<file path="src/rtl/tlb_asid_pkg.sv">
package tlb_asid_pkg;

    localparam int unsigned VA_W   = 32;
    localparam int unsigned OFF_W  = 12;
    localparam int unsigned VPN_W  = VA_W - OFF_W;
    localparam int unsigned PFN_W  = 24;
    localparam int unsigned PA_W   = PFN_W + OFF_W;
    localparam int unsigned ASID_W = 8;

    typedef enum logic [1:0] {
        LVL_USER   = 2'd0,
        LVL_SUPER  = 2'd1,
        LVL_KERNEL = 2'd2
    } priv_lvl_e;

    typedef struct packed {
        logic              valid;
        logic              writable;
        logic [ASID_W-1:0] asid;
        logic [VPN_W-1:0]  vpn;
        logic [PFN_W-1:0]  pfn;
    } tlb_entry_t;

    typedef struct packed {
        logic             valid;
        logic             hit;
        logic             miss;
        logic             prot;
        logic             modf;
        logic             multi;
        logic [PA_W-1:0]  paddr;
    } tlb_result_t;

endpackage

</file>
<file path="src/rtl/tlb_priv_gate.sv">
module tlb_priv_gate
    import tlb_asid_pkg::*;
(
    input  logic [2:0] region_bits,
    input  logic [1:0] mode,
    output logic       fault
);

    priv_lvl_e need_lvl;
    priv_lvl_e have_lvl;

    always_comb begin
        if (!region_bits[2]) begin
            need_lvl = LVL_USER;
        end else if (region_bits == 3'b110) begin
            need_lvl = LVL_SUPER;
        end else begin
            need_lvl = LVL_KERNEL;
        end

        unique case (mode)
            2'b00:   have_lvl = LVL_USER;
            2'b01:   have_lvl = LVL_SUPER;
            default: have_lvl = LVL_KERNEL;
        endcase

        fault = (need_lvl > have_lvl);
    end

endmodule

</file>
<file path="src/rtl/tlb_victim_ctr.sv">
module tlb_victim_ctr #(
    parameter int unsigned NUM_ENTRIES = 48,
    parameter int unsigned IDX_W       = $clog2(NUM_ENTRIES)
) (
    input  logic             clk,
    input  logic             rst_n,
    input  logic             wired_we,
    input  logic [IDX_W-1:0] wired_val,
    output logic [IDX_W-1:0] rnd_idx,
    output logic [IDX_W-1:0] wired_idx
);

    localparam logic [IDX_W-1:0] TOP_IDX = IDX_W'(NUM_ENTRIES - 1);

    typedef struct packed {
        logic [IDX_W-1:0] wired;
        logic [IDX_W-1:0] ctr;
    } vctr_st_t;

    vctr_st_t st_d, st_q;

    always_comb begin
        st_d = st_q;
        if (wired_we) begin
            st_d.wired = (wired_val > TOP_IDX) ? TOP_IDX : wired_val;
            st_d.ctr   = TOP_IDX;
        end else if (st_q.ctr <= st_q.wired) begin
            st_d.ctr = TOP_IDX;
        end else begin
            st_d.ctr = st_q.ctr - 1'b1;
        end
    end

    always_ff @(posedge clk or negedge rst_n) begin
        if (!rst_n) begin
            st_q <= '{wired: '0, ctr: TOP_IDX};
        end else begin
            st_q <= st_d;
        end
    end

    assign rnd_idx   = st_q.ctr;
    assign wired_idx = st_q.wired;

    AST_RND_NOT_PINNED: assert property (@(posedge clk) disable iff (!rst_n)
        (rnd_idx >= wired_idx) && (rnd_idx <= TOP_IDX));

    AST_RND_STEP_DOWN: assert property (@(posedge clk) disable iff (!rst_n)
        (!wired_we && (rnd_idx > wired_idx)) |=> (rnd_idx == $past(rnd_idx) - 1'b1));

    AST_RND_WRAP_TOP: assert property (@(posedge clk) disable iff (!rst_n)
        (!wired_we && (rnd_idx == wired_idx)) |=> (rnd_idx == TOP_IDX));

    AST_WIRED_LOAD: assert property (@(posedge clk) disable iff (!rst_n)
        wired_we |=> ((rnd_idx == TOP_IDX) && (wired_idx <= TOP_IDX)));

endmodule

</file>
<file path="src/rtl/tlb_entry_cam.sv">
module tlb_entry_cam
    import tlb_asid_pkg::*;
#(
    parameter int unsigned NUM_ENTRIES = 48,
    parameter int unsigned IDX_W       = $clog2(NUM_ENTRIES)
) (
    input  logic              clk,
    input  logic              rst_n,
    input  logic              wr_en,
    input  logic [IDX_W-1:0]  wr_idx,
    input  tlb_entry_t        wr_entry,
    input  logic [VPN_W-1:0]  lk_vpn,
    input  logic [ASID_W-1:0] lk_asid,
    output logic              match_any,
    output logic              match_multi,
    output tlb_entry_t        match_entry
);

    typedef struct packed {
        tlb_entry_t [NUM_ENTRIES-1:0] ent;
    } cam_st_t;

    cam_st_t st_d, st_q;
    logic [NUM_ENTRIES-1:0] hit_vec;
    logic [IDX_W-1:0]       sel_idx;
    logic                   wr_in_range;

    assign wr_in_range = (32'(wr_idx) < NUM_ENTRIES);

    always_comb begin
        st_d = st_q;
        if (wr_en && wr_in_range) begin
            st_d.ent[wr_idx] = wr_entry;
        end
    end

    always_ff @(posedge clk or negedge rst_n) begin
        if (!rst_n) begin
            st_q <= '0;
        end else begin
            st_q <= st_d;
        end
    end

    for (genvar g = 0; g < NUM_ENTRIES; g++) begin : g_match
        assign hit_vec[g] = st_q.ent[g].valid
                          && (st_q.ent[g].vpn  == lk_vpn)
                          && (st_q.ent[g].asid == lk_asid);
    end

    always_comb begin
        sel_idx = '0;
        for (int i = NUM_ENTRIES - 1; i >= 0; i--) begin
            if (hit_vec[i]) begin
                sel_idx = IDX_W'(i);
            end
        end
    end

    assign match_any   = |hit_vec;
    assign match_multi = ($countones(hit_vec) > 1);
    assign match_entry = st_q.ent[sel_idx];

    AST_MULTI_NEEDS_HIT: assert property (@(posedge clk) disable iff (!rst_n)
        match_multi |-> match_any);

    AST_WRITE_LANDS: assert property (@(posedge clk) disable iff (!rst_n)
        (wr_en && wr_in_range) |=> (st_q.ent[$past(wr_idx)] == $past(wr_entry)));

endmodule

</file>
<file path="src/rtl/tlb_asid_top.sv">
module tlb_asid_top
    import tlb_asid_pkg::*;
#(
    parameter int unsigned NUM_ENTRIES = 48,
    parameter int unsigned IDX_W       = $clog2(NUM_ENTRIES)
) (
    input  logic              clk,
    input  logic              rst_n,
    input  logic              lk_valid,
    input  logic [31:0]       lk_vaddr,
    input  logic [7:0]        lk_asid,
    input  logic [1:0]        lk_mode,
    input  logic              lk_store,
    input  logic              wr_en,
    input  logic              wr_random,
    input  logic [IDX_W-1:0]  wr_index,
    input  logic [19:0]       wr_vpn,
    input  logic [7:0]        wr_asid,
    input  logic [23:0]       wr_pfn,
    input  logic              wr_valid,
    input  logic              wr_writable,
    input  logic              wired_we,
    input  logic [IDX_W-1:0]  wired_val,
    output logic [IDX_W-1:0]  rnd_index,
    output logic              res_valid,
    output logic              res_hit,
    output logic              res_miss,
    output logic              res_prot_fault,
    output logic              res_mod_fault,
    output logic              res_multi_hit,
    output logic [35:0]       res_paddr
);

    logic [IDX_W-1:0] rnd_idx;
    logic [IDX_W-1:0] wired_idx;
    logic [IDX_W-1:0] slot_sel;
    logic             priv_fault;
    logic             cam_any;
    logic             cam_multi;
    tlb_entry_t       cam_entry;
    tlb_entry_t       new_entry;
    tlb_result_t      res_d, res_q;

    tlb_victim_ctr #(
        .NUM_ENTRIES (NUM_ENTRIES),
        .IDX_W       (IDX_W)
    ) u_victim (
        .clk       (clk),
        .rst_n     (rst_n),
        .wired_we  (wired_we),
        .wired_val (wired_val),
        .rnd_idx   (rnd_idx),
        .wired_idx (wired_idx)
    );

    assign slot_sel  = wr_random ? rnd_idx : wr_index;
    assign new_entry = '{valid: wr_valid, writable: wr_writable, asid: wr_asid,
                         vpn: wr_vpn, pfn: wr_pfn};

    tlb_entry_cam #(
        .NUM_ENTRIES (NUM_ENTRIES),
        .IDX_W       (IDX_W)
    ) u_cam (
        .clk         (clk),
        .rst_n       (rst_n),
        .wr_en       (wr_en),
        .wr_idx      (slot_sel),
        .wr_entry    (new_entry),
        .lk_vpn      (lk_vaddr[VA_W-1:OFF_W]),
        .lk_asid     (lk_asid),
        .match_any   (cam_any),
        .match_multi (cam_multi),
        .match_entry (cam_entry)
    );

    tlb_priv_gate u_priv (
        .region_bits (lk_vaddr[31:29]),
        .mode        (lk_mode),
        .fault       (priv_fault)
    );

    always_comb begin
        res_d = '0;
        if (lk_valid) begin
            res_d.valid = 1'b1;
            if (priv_fault) begin
                res_d.prot = 1'b1;
            end else if (!cam_any) begin
                res_d.miss = 1'b1;
            end else begin
                res_d.multi = cam_multi;
                if (lk_store && !cam_entry.writable) begin
                    res_d.modf = 1'b1;
                end else begin
                    res_d.hit   = 1'b1;
                    res_d.paddr = {cam_entry.pfn, lk_vaddr[OFF_W-1:0]};
                end
            end
        end
    end

    always_ff @(posedge clk or negedge rst_n) begin
        if (!rst_n) begin
            res_q <= '0;
        end else begin
            res_q <= res_d;
        end
    end

    assign rnd_index      = rnd_idx;
    assign res_valid      = res_q.valid;
    assign res_hit        = res_q.hit;
    assign res_miss       = res_q.miss;
    assign res_prot_fault = res_q.prot;
    assign res_mod_fault  = res_q.modf;
    assign res_multi_hit  = res_q.multi;
    assign res_paddr      = res_q.paddr;

    AST_ONE_OUTCOME: assert property (@(posedge clk) disable iff (!rst_n)
        res_valid |-> ($countones({res_hit, res_miss, res_prot_fault, res_mod_fault}) == 1));

    AST_IDLE_QUIET: assert property (@(posedge clk) disable iff (!rst_n)
        !res_valid |-> ({res_hit, res_miss, res_prot_fault, res_mod_fault, res_multi_hit} == '0
                        && res_paddr == '0));

    AST_USER_HIGH_FAULT: assert property (@(posedge clk) disable iff (!rst_n)
        (lk_valid && lk_mode == 2'b00 && lk_vaddr[31]) |=> res_prot_fault);

    AST_OFFSET_PASS: assert property (@(posedge clk) disable iff (!rst_n)
        lk_valid |=> (!res_hit || res_paddr[11:0] == $past(lk_vaddr[11:0])));

    AST_PROT_NO_MULTI: assert property (@(posedge clk) disable iff (!rst_n)
        res_prot_fault |-> (!res_multi_hit && res_paddr == '0));

endmodule

</file>
<file path="config.mk">
export PLATFORM = sky130hd
export DESIGN_NAME = tlb_asid_top
export DESIGN_NICKNAME = d
export VERILOG_FILES = /design/src/rtl/tlb_asid_pkg.sv /design/src/rtl/tlb_priv_gate.sv /design/src/rtl/tlb_victim_ctr.sv /design/src/rtl/tlb_entry_cam.sv /design/src/rtl/tlb_asid_top.sv
export SDC_FILE = /design/constraint.sdc
export NUM_CORES = 2
export LEC_CHECK = 0
export BUFFER_PORTS_ARGS = -buffer_cell sky130_fd_sc_hd__buf_2
export CAP_MARGIN = 20
export CELL_PAD_IN_SITES_DETAIL_PLACEMENT = 1
export CELL_PAD_IN_SITES_GLOBAL_PLACEMENT = 2
export CORE_MARGIN = 10
export CORE_UTILIZATION = 41
export CTS_CLUSTER_DIAMETER = 100
export DETAILED_ROUTE_END_ITERATION = 6
export PLACE_DENSITY = 0.81
export SYNTH_ARGS = -nofsm -noshare
export SYNTH_HDL_FRONTEND = slang
export SYNTH_SLANG_ARGS = --single-unit
</file>
<file path="constraint.sdc">
create_clock -name clk -period 5.8 [get_ports clk]
set_input_delay 1.16 -clock clk [delete_from_list [all_inputs] [get_ports clk]]
set_output_delay 1.16 -clock clk [all_outputs]
set_load 0.01 [all_outputs]
</file>
### Word-level counts from Yosys, hierarchy flattened

Index checks and enable logic that the tools add are counted.

| word-level totals | value |
|---|---|
| output and inout port bits | 48 |
| input bits | 115 |
| logic and storage cells | 575 |
| bits in registers | 2646 |

| cells by class | value |
|---|---|
| mux-type cells | 70 |
| eq/ne operators | 98 |
| $add $sub $neg | 48 |
| order comparisons | 8 |
| reductions and logical operators | 102 |

Operators with widths:

| kind | number |
|---|---|
| bitwise mux 2592 bit | 1 |
| equality test 20 bit | 48 |
| adder 32 bit | 23 |
| equality test 8 bit | 48 |
| binary-select mux 54 bit (select 6 bit) | 1 |
| demux 54 bit (select 6 bit) | 1 |
| 2-to-1 mux 6 bit | 52 |
| logical AND 1 bit | 99 |
| 2-to-1 mux 38 bit | 2 |
| 2-to-1 mux 54 bit | 1 |
| 2-to-1 mux 53 bit | 1 |
| adder 1 x 1 -> 2 bit | 24 |
| OR reduction 48 bit | 1 |
| 2-to-1 mux 42 bit | 1 |
| 2-to-1 mux 36 bit | 1 |
| > comparator 32 x 2 -> 1 bit (second input constant) | 1 |
| less-than comparator 6 x 7 -> 1 bit (second input constant) | 2 |
| greater-or-equal comparator 6 x 1 -> 1 bit (second input constant) | 1 |
| > comparator 6 bit (second input constant) | 1 |
| less-or-equal comparator 6 bit | 1 |
| less-than comparator 6 bit (second input constant) | 1 |
| 2-to-1 mux 2 bit | 3 |
| subtractor 6 x 1 -> 6 bit (second input constant) | 1 |
| 2-to-1 mux 1 bit | 5 |
| other kinds (6) | 6 |

### Logic depth before layout (Yosys ltp)

| depth | value |
|---|---|
| depth after elaboration | 59 |
| mapped depth | 27 |
| gate-level depth less buffers | 23 |

### Modules after synthesis

A second synthesis with hierarchy kept.

| unflattened totals | value |
|---|---|
| cell total of the unflattened synthesis | 12682 |
| area, all modules | 144444.8 um2 |

Modules (own cells, without submodules):

| module | cells each | sequential area each (um2) | area each (um2) | instances |
|---|---|---|---|---|
| tlb_entry_cam | 12507 | 64862.2 | 142284.0 | 1 |
| tlb_asid_top | 100 | 1051.0 | 1446.4 | 1 |
| tlb_victim_ctr | 66 | 306.5 | 648.1 | 1 |
| tlb_priv_gate | 9 | 0.0 | 66.3 | 1 |

### Least setup slack after synthesis

OpenSTA, ideal clock, no wires.

| path | value |
|---|---|
| kind | in2reg |
| from | in lk_asid[6] |
| to | reg res_q (netlist bit res_multi_hit) |
| path slack | -1.322 ns |
| library setup time | 0.137 ns |
| data required time | 5.663 ns |
| path buffers | 4 |
| data arrival time | 6.985 ns |
| stages on the path | 20 |
| cells stage by stage | buf_2 > buf_4 > buf_6 > buf_4 > xor2_1 > a2111oi_0 > nand4_1 > ha_1 > fa_1 > inv_1 > fa_1 > fa_1 > fa_1 > fa_1 > inv_1 > fa_1 > ha_1 > fa_1 > nor4_1 > a31oi_1 |

RTL lines:

| element | line | source |
|---|---|---|
| start: declaration | tlb_asid_top.sv:11 | `input logic [7:0] lk_asid,` |
| end signal: assignment | tlb_asid_top.sv:106 | `res_q <= res_d;` |
| end: declaration | tlb_asid_top.sv:42 | `tlb_result_t res_d, res_q;` |

==> flow_metrics.env <==
export IMPL_status="finished with violations"
export IMPL_violations="setup timing"
export IMPL_p_int_uw=36440
export IMPL_syn_inst=10490
export IMPL_worst_pin_slew_ns=1.270
export IMPL_setup_viol=4
export IMPL_p_per_area_mw_per_mm2=311.8
export IMPL_hold_viol_final=0
export IMPL_clkTransAtPathRegs_ns=0.06
export IMPL_syn_area_sq_mm=0.1321
export IMPL_cts_tree="yes"
export IMPL_via_per_inst=5.978
export IMPL_final_util_pct=50.30
export IMPL_placed_cell_area_sq_mm=0.1492
export IMPL_slowest_stage="fa_1"
export IMPL_detailroute_via_count=96930
export IMPL_synthToLayoutAreaGrowth_pct=22.21
export IMPL_grt_use_total_pct=29.90
export IMPL_cap_viol_max_count=0
export IMPL_die_w_um=587.6
export IMPL_final_nets=11890
export IMPL_post_place_cells=15620
export IMPL_antenna_found_initial=54
export IMPL_fin_skew_ns=0.06486
export IMPL_first_iter_violations=8851
export IMPL_layout_common_cells="dfrtp_1 (2,641), mux2_2 (2,620), buf_4 (1,347), xnor2_1 (841), nand2_1 (489)"
export IMPL_post_cts_hold_buffer_count=0
export IMPL_clock_fmax_mhz=158.3
export IMPL_grt_first_pass_wirelength_mm=767.5
export IMPL_cts_root_buf="clkbuf_16"
export IMPL_ir_drop_mv=0.3047
export IMPL_dr_pass1_iters=6
export IMPL_drive_above_1_share_pct=43.68
export IMPL_ys_types=95
export IMPL_die_h_um=587.6
export IMPL_ant_nets=0
export IMPL_critical_path_endpoint_type="register"
export IMPL_cp_top_family="adder cells"
export IMPL_crit_chain="buf_12 -> buf_4 -> xnor2_1 -> nand4_1 -> nor4_4 -> nand4_1 -> buf_4 -> inv_1 -> ha_1 -> inv_1 -> fa_1 -> inv_1 -> fa_1 -> inv_1 -> fa_1 -> fa_1 -> fa_1 -> inv_1 -> fa_1 -> ha_2 -> fa_1 -> nor4_2 -> a31oi_1"
export IMPL_async_flop_share_pct=100.0
export IMPL_std_cell_rows=208
export IMPL_finalNonFillerCells=16220
export IMPL_p_clk_share_pct=39.3
export IMPL_clk_latency_ns=0.96
export IMPL_max_stage_delay_ns=0.51
export IMPL_fin_crit_sh_pct=108.9
export IMPL_avgSynthCellArea_sq_um=12.60
export IMPL_synth_yosys_seq_area_share_pct=50.14
export IMPL_grt_max_degree=179
export IMPL_place_ws_ns=-1.972
export IMPL_comb_power_share_pct=16.2
export IMPL_yosys_warnings=0
export IMPL_start_util_pct=41.16
export IMPL_gr_total_overflow=0
export IMPL_hpwl_mm=351.0
export IMPL_use_met1_pct=37.37
export IMPL_finalMaxSlewViolations=0
export IMPL_syn_nets=10710
export IMPL_cp_num_buf_inv=8
export IMPL_design_area_sq_mm=0.1614
export IMPL_min_path_type="input port to async pin"
export IMPL_synth_main_ff_cell="dfrtp_1"
export IMPL_cts_buffers=303
export IMPL_grt_busiest_layer="met2"
export IMPL_drt_total_wl_mm=537.3
export IMPL_port_buffers=162
export IMPL_rsz0062_at_grt="yes"
export IMPL_worstPathMaxFanout=12
export IMPL_worstPathRequired_ns=6.59
export IMPL_final_common_cell="dfrtp_1"
export IMPL_p_sw_share_pct=27.61
export IMPL_worstSetupPathType="input port to register"
export IMPL_met3_usage_pct=4.502
export IMPL_seqPwrFrac_pct=44.5
export IMPL_gp_routability_congestion=0.9231
export IMPL_startpoint_type="input port"
export IMPL_cp_arrival_ns=7.11
export IMPL_layout_min_cycle_time_ns=6.315
export IMPL_synth_edff_count=0
export IMPL_grt_pass1_vias=106000
export IMPL_p_switching_uw=13900
export IMPL_ys_ff_latch=2646
export IMPL_leakagePower_uw=0.07342
export IMPL_num_io_pins=163
export IMPL_max_slew_margin_pct=15.32
export IMPL_fin_ws_ns=-0.5155
export IMPL_drcViolationCount=0
export IMPL_worst_path_most_repeated_cell="fa_1"
export IMPL_die_area_sq_mm=0.3453
export IMPL_h_tree_depth=5
export IMPL_core_area_sq_mm=0.3209
export IMPL_cts_buffer_depth=4
export IMPL_whs_ns=0.1831
export IMPL_groute_layer_met2_usage_pct=49.34
export IMPL_cts_sinks=2646
export IMPL_wire_per_inst_um=33.14
## per-layer routing
layer | wire length [um] | up-vias
li1 | - | 39550
met1 | 211200 | 51820
met5 | 80 | -
met2 | 253900 | 4008
met3 | 34760 | 1543
met4 | 37380 | 10
## repair_timing
action                                 in CTS  in global routing
cloned                                      1                  2
setup endpoints to repair                  39                 39
endpoints found under the hold margin       0                  0
resized for setup                         179                 88
pin swaps                                  39                 35
setup buffers                              27                 12
## sequential cells by signal (all words and copies together) (netlist names)
register,flops
res_hit,1
res_miss,1
res_mod_fault,1
res_multi_hit,1
res_paddr,36
res_prot_fault,1
res_valid,1
u_cam.st_q,2592
u_victim.rnd_idx,6
u_victim.wired_idx,6
## power groups by stage
stage | combinational, uW | sequential [uW] | clock [uW]
2_1_floorplan | 4700 | 22100 | 0
3_3_place_gp | 7480 | 22400 | 0
3_5_place_dp | 7840 | 22600 | 0
4_1_cts | 8040 | 22300 | 20000
5_1_grt | 8670 | 22600 | 20800
6_report | 8150 | 22400 | 19800
## through the flow
step | setup TNS, ns | total power (uW)
CTS | -0.5562 | 50340
finish | -0.5775 | 50330
global placement | -45.15 | 29860
floorplan | -0.9783 | 26840
detailed placement | -47.68 | 30460
global route | -1.855 | 52050
## layout make-up
class                           instances  area (sq um)
Inverter                              151         576.8
Clock buffer                          445          8989
Timing Repair Buffer                 1723         15910
Sequential cell                      2646         66220
Fill cell                           32270        159500
Antenna cell                           12         30.03
Multi-Input combinational cell       6839         63200
Tap cell                             4305          5386
Clock inverter                         94          1111
## cells in the mapped netlist (81+ instances only)
cell	instances	area, sq um
dfrtp_1	2641	66090
a211oi_1	109	818.3
mux2_2	2620	29500
mux2i_1	288	2883
inv_1	147	551.8
nand2_1	500	1877
buf_2	103	515.5
nor2_1	115	431.7
xor2_1	400	3503
nand4_1	447	2796
xnor2_1	932	8163
clkbuf_1	579	2173
nor4_1	219	1370
o21ai_0	81	405.4
nand3_1	190	950.9
buf_4	89	668.1
## path summary, 6_finish.rpt
check	slack (ns)	to	start	depth (start not counted)
max in group asynchronous	3.69	u_cam.st_q[2198]$_DFFE_PN0P_	rst_n	3
setup reg to reg	-0.37	res_multi_hit$_DFF_PN0_	u_cam.st_q[519]$_DFFE_PN0P_	22
setup / recovery	-0.52	res_multi_hit$_DFF_PN0_	lk_asid[5]	23
hold reg to reg	0.50	u_cam.st_q[2067]$_DFFE_PN0P_	u_cam.st_q[2067]$_DFFE_PN0P_	1
min in group clk	0.34	res_valid$_DFF_PN0_	lk_valid	1
hold / removal	0.18	u_cam.st_q[1278]$_DFFE_PN0P_	rst_n	1
## kinds of logic after synthesis
| group | synth area share (%) |
|---|---|
| flops | 50.14 |
| xor+xnor | 8.845 |
| fa+ha+maj | 1.277 |
| compound gates | 3.098 |
| simple gates | 7.710 |
| buf+inv | 3.545 |
| mux | 25.39 |
(Power assumes the default switching activity.)
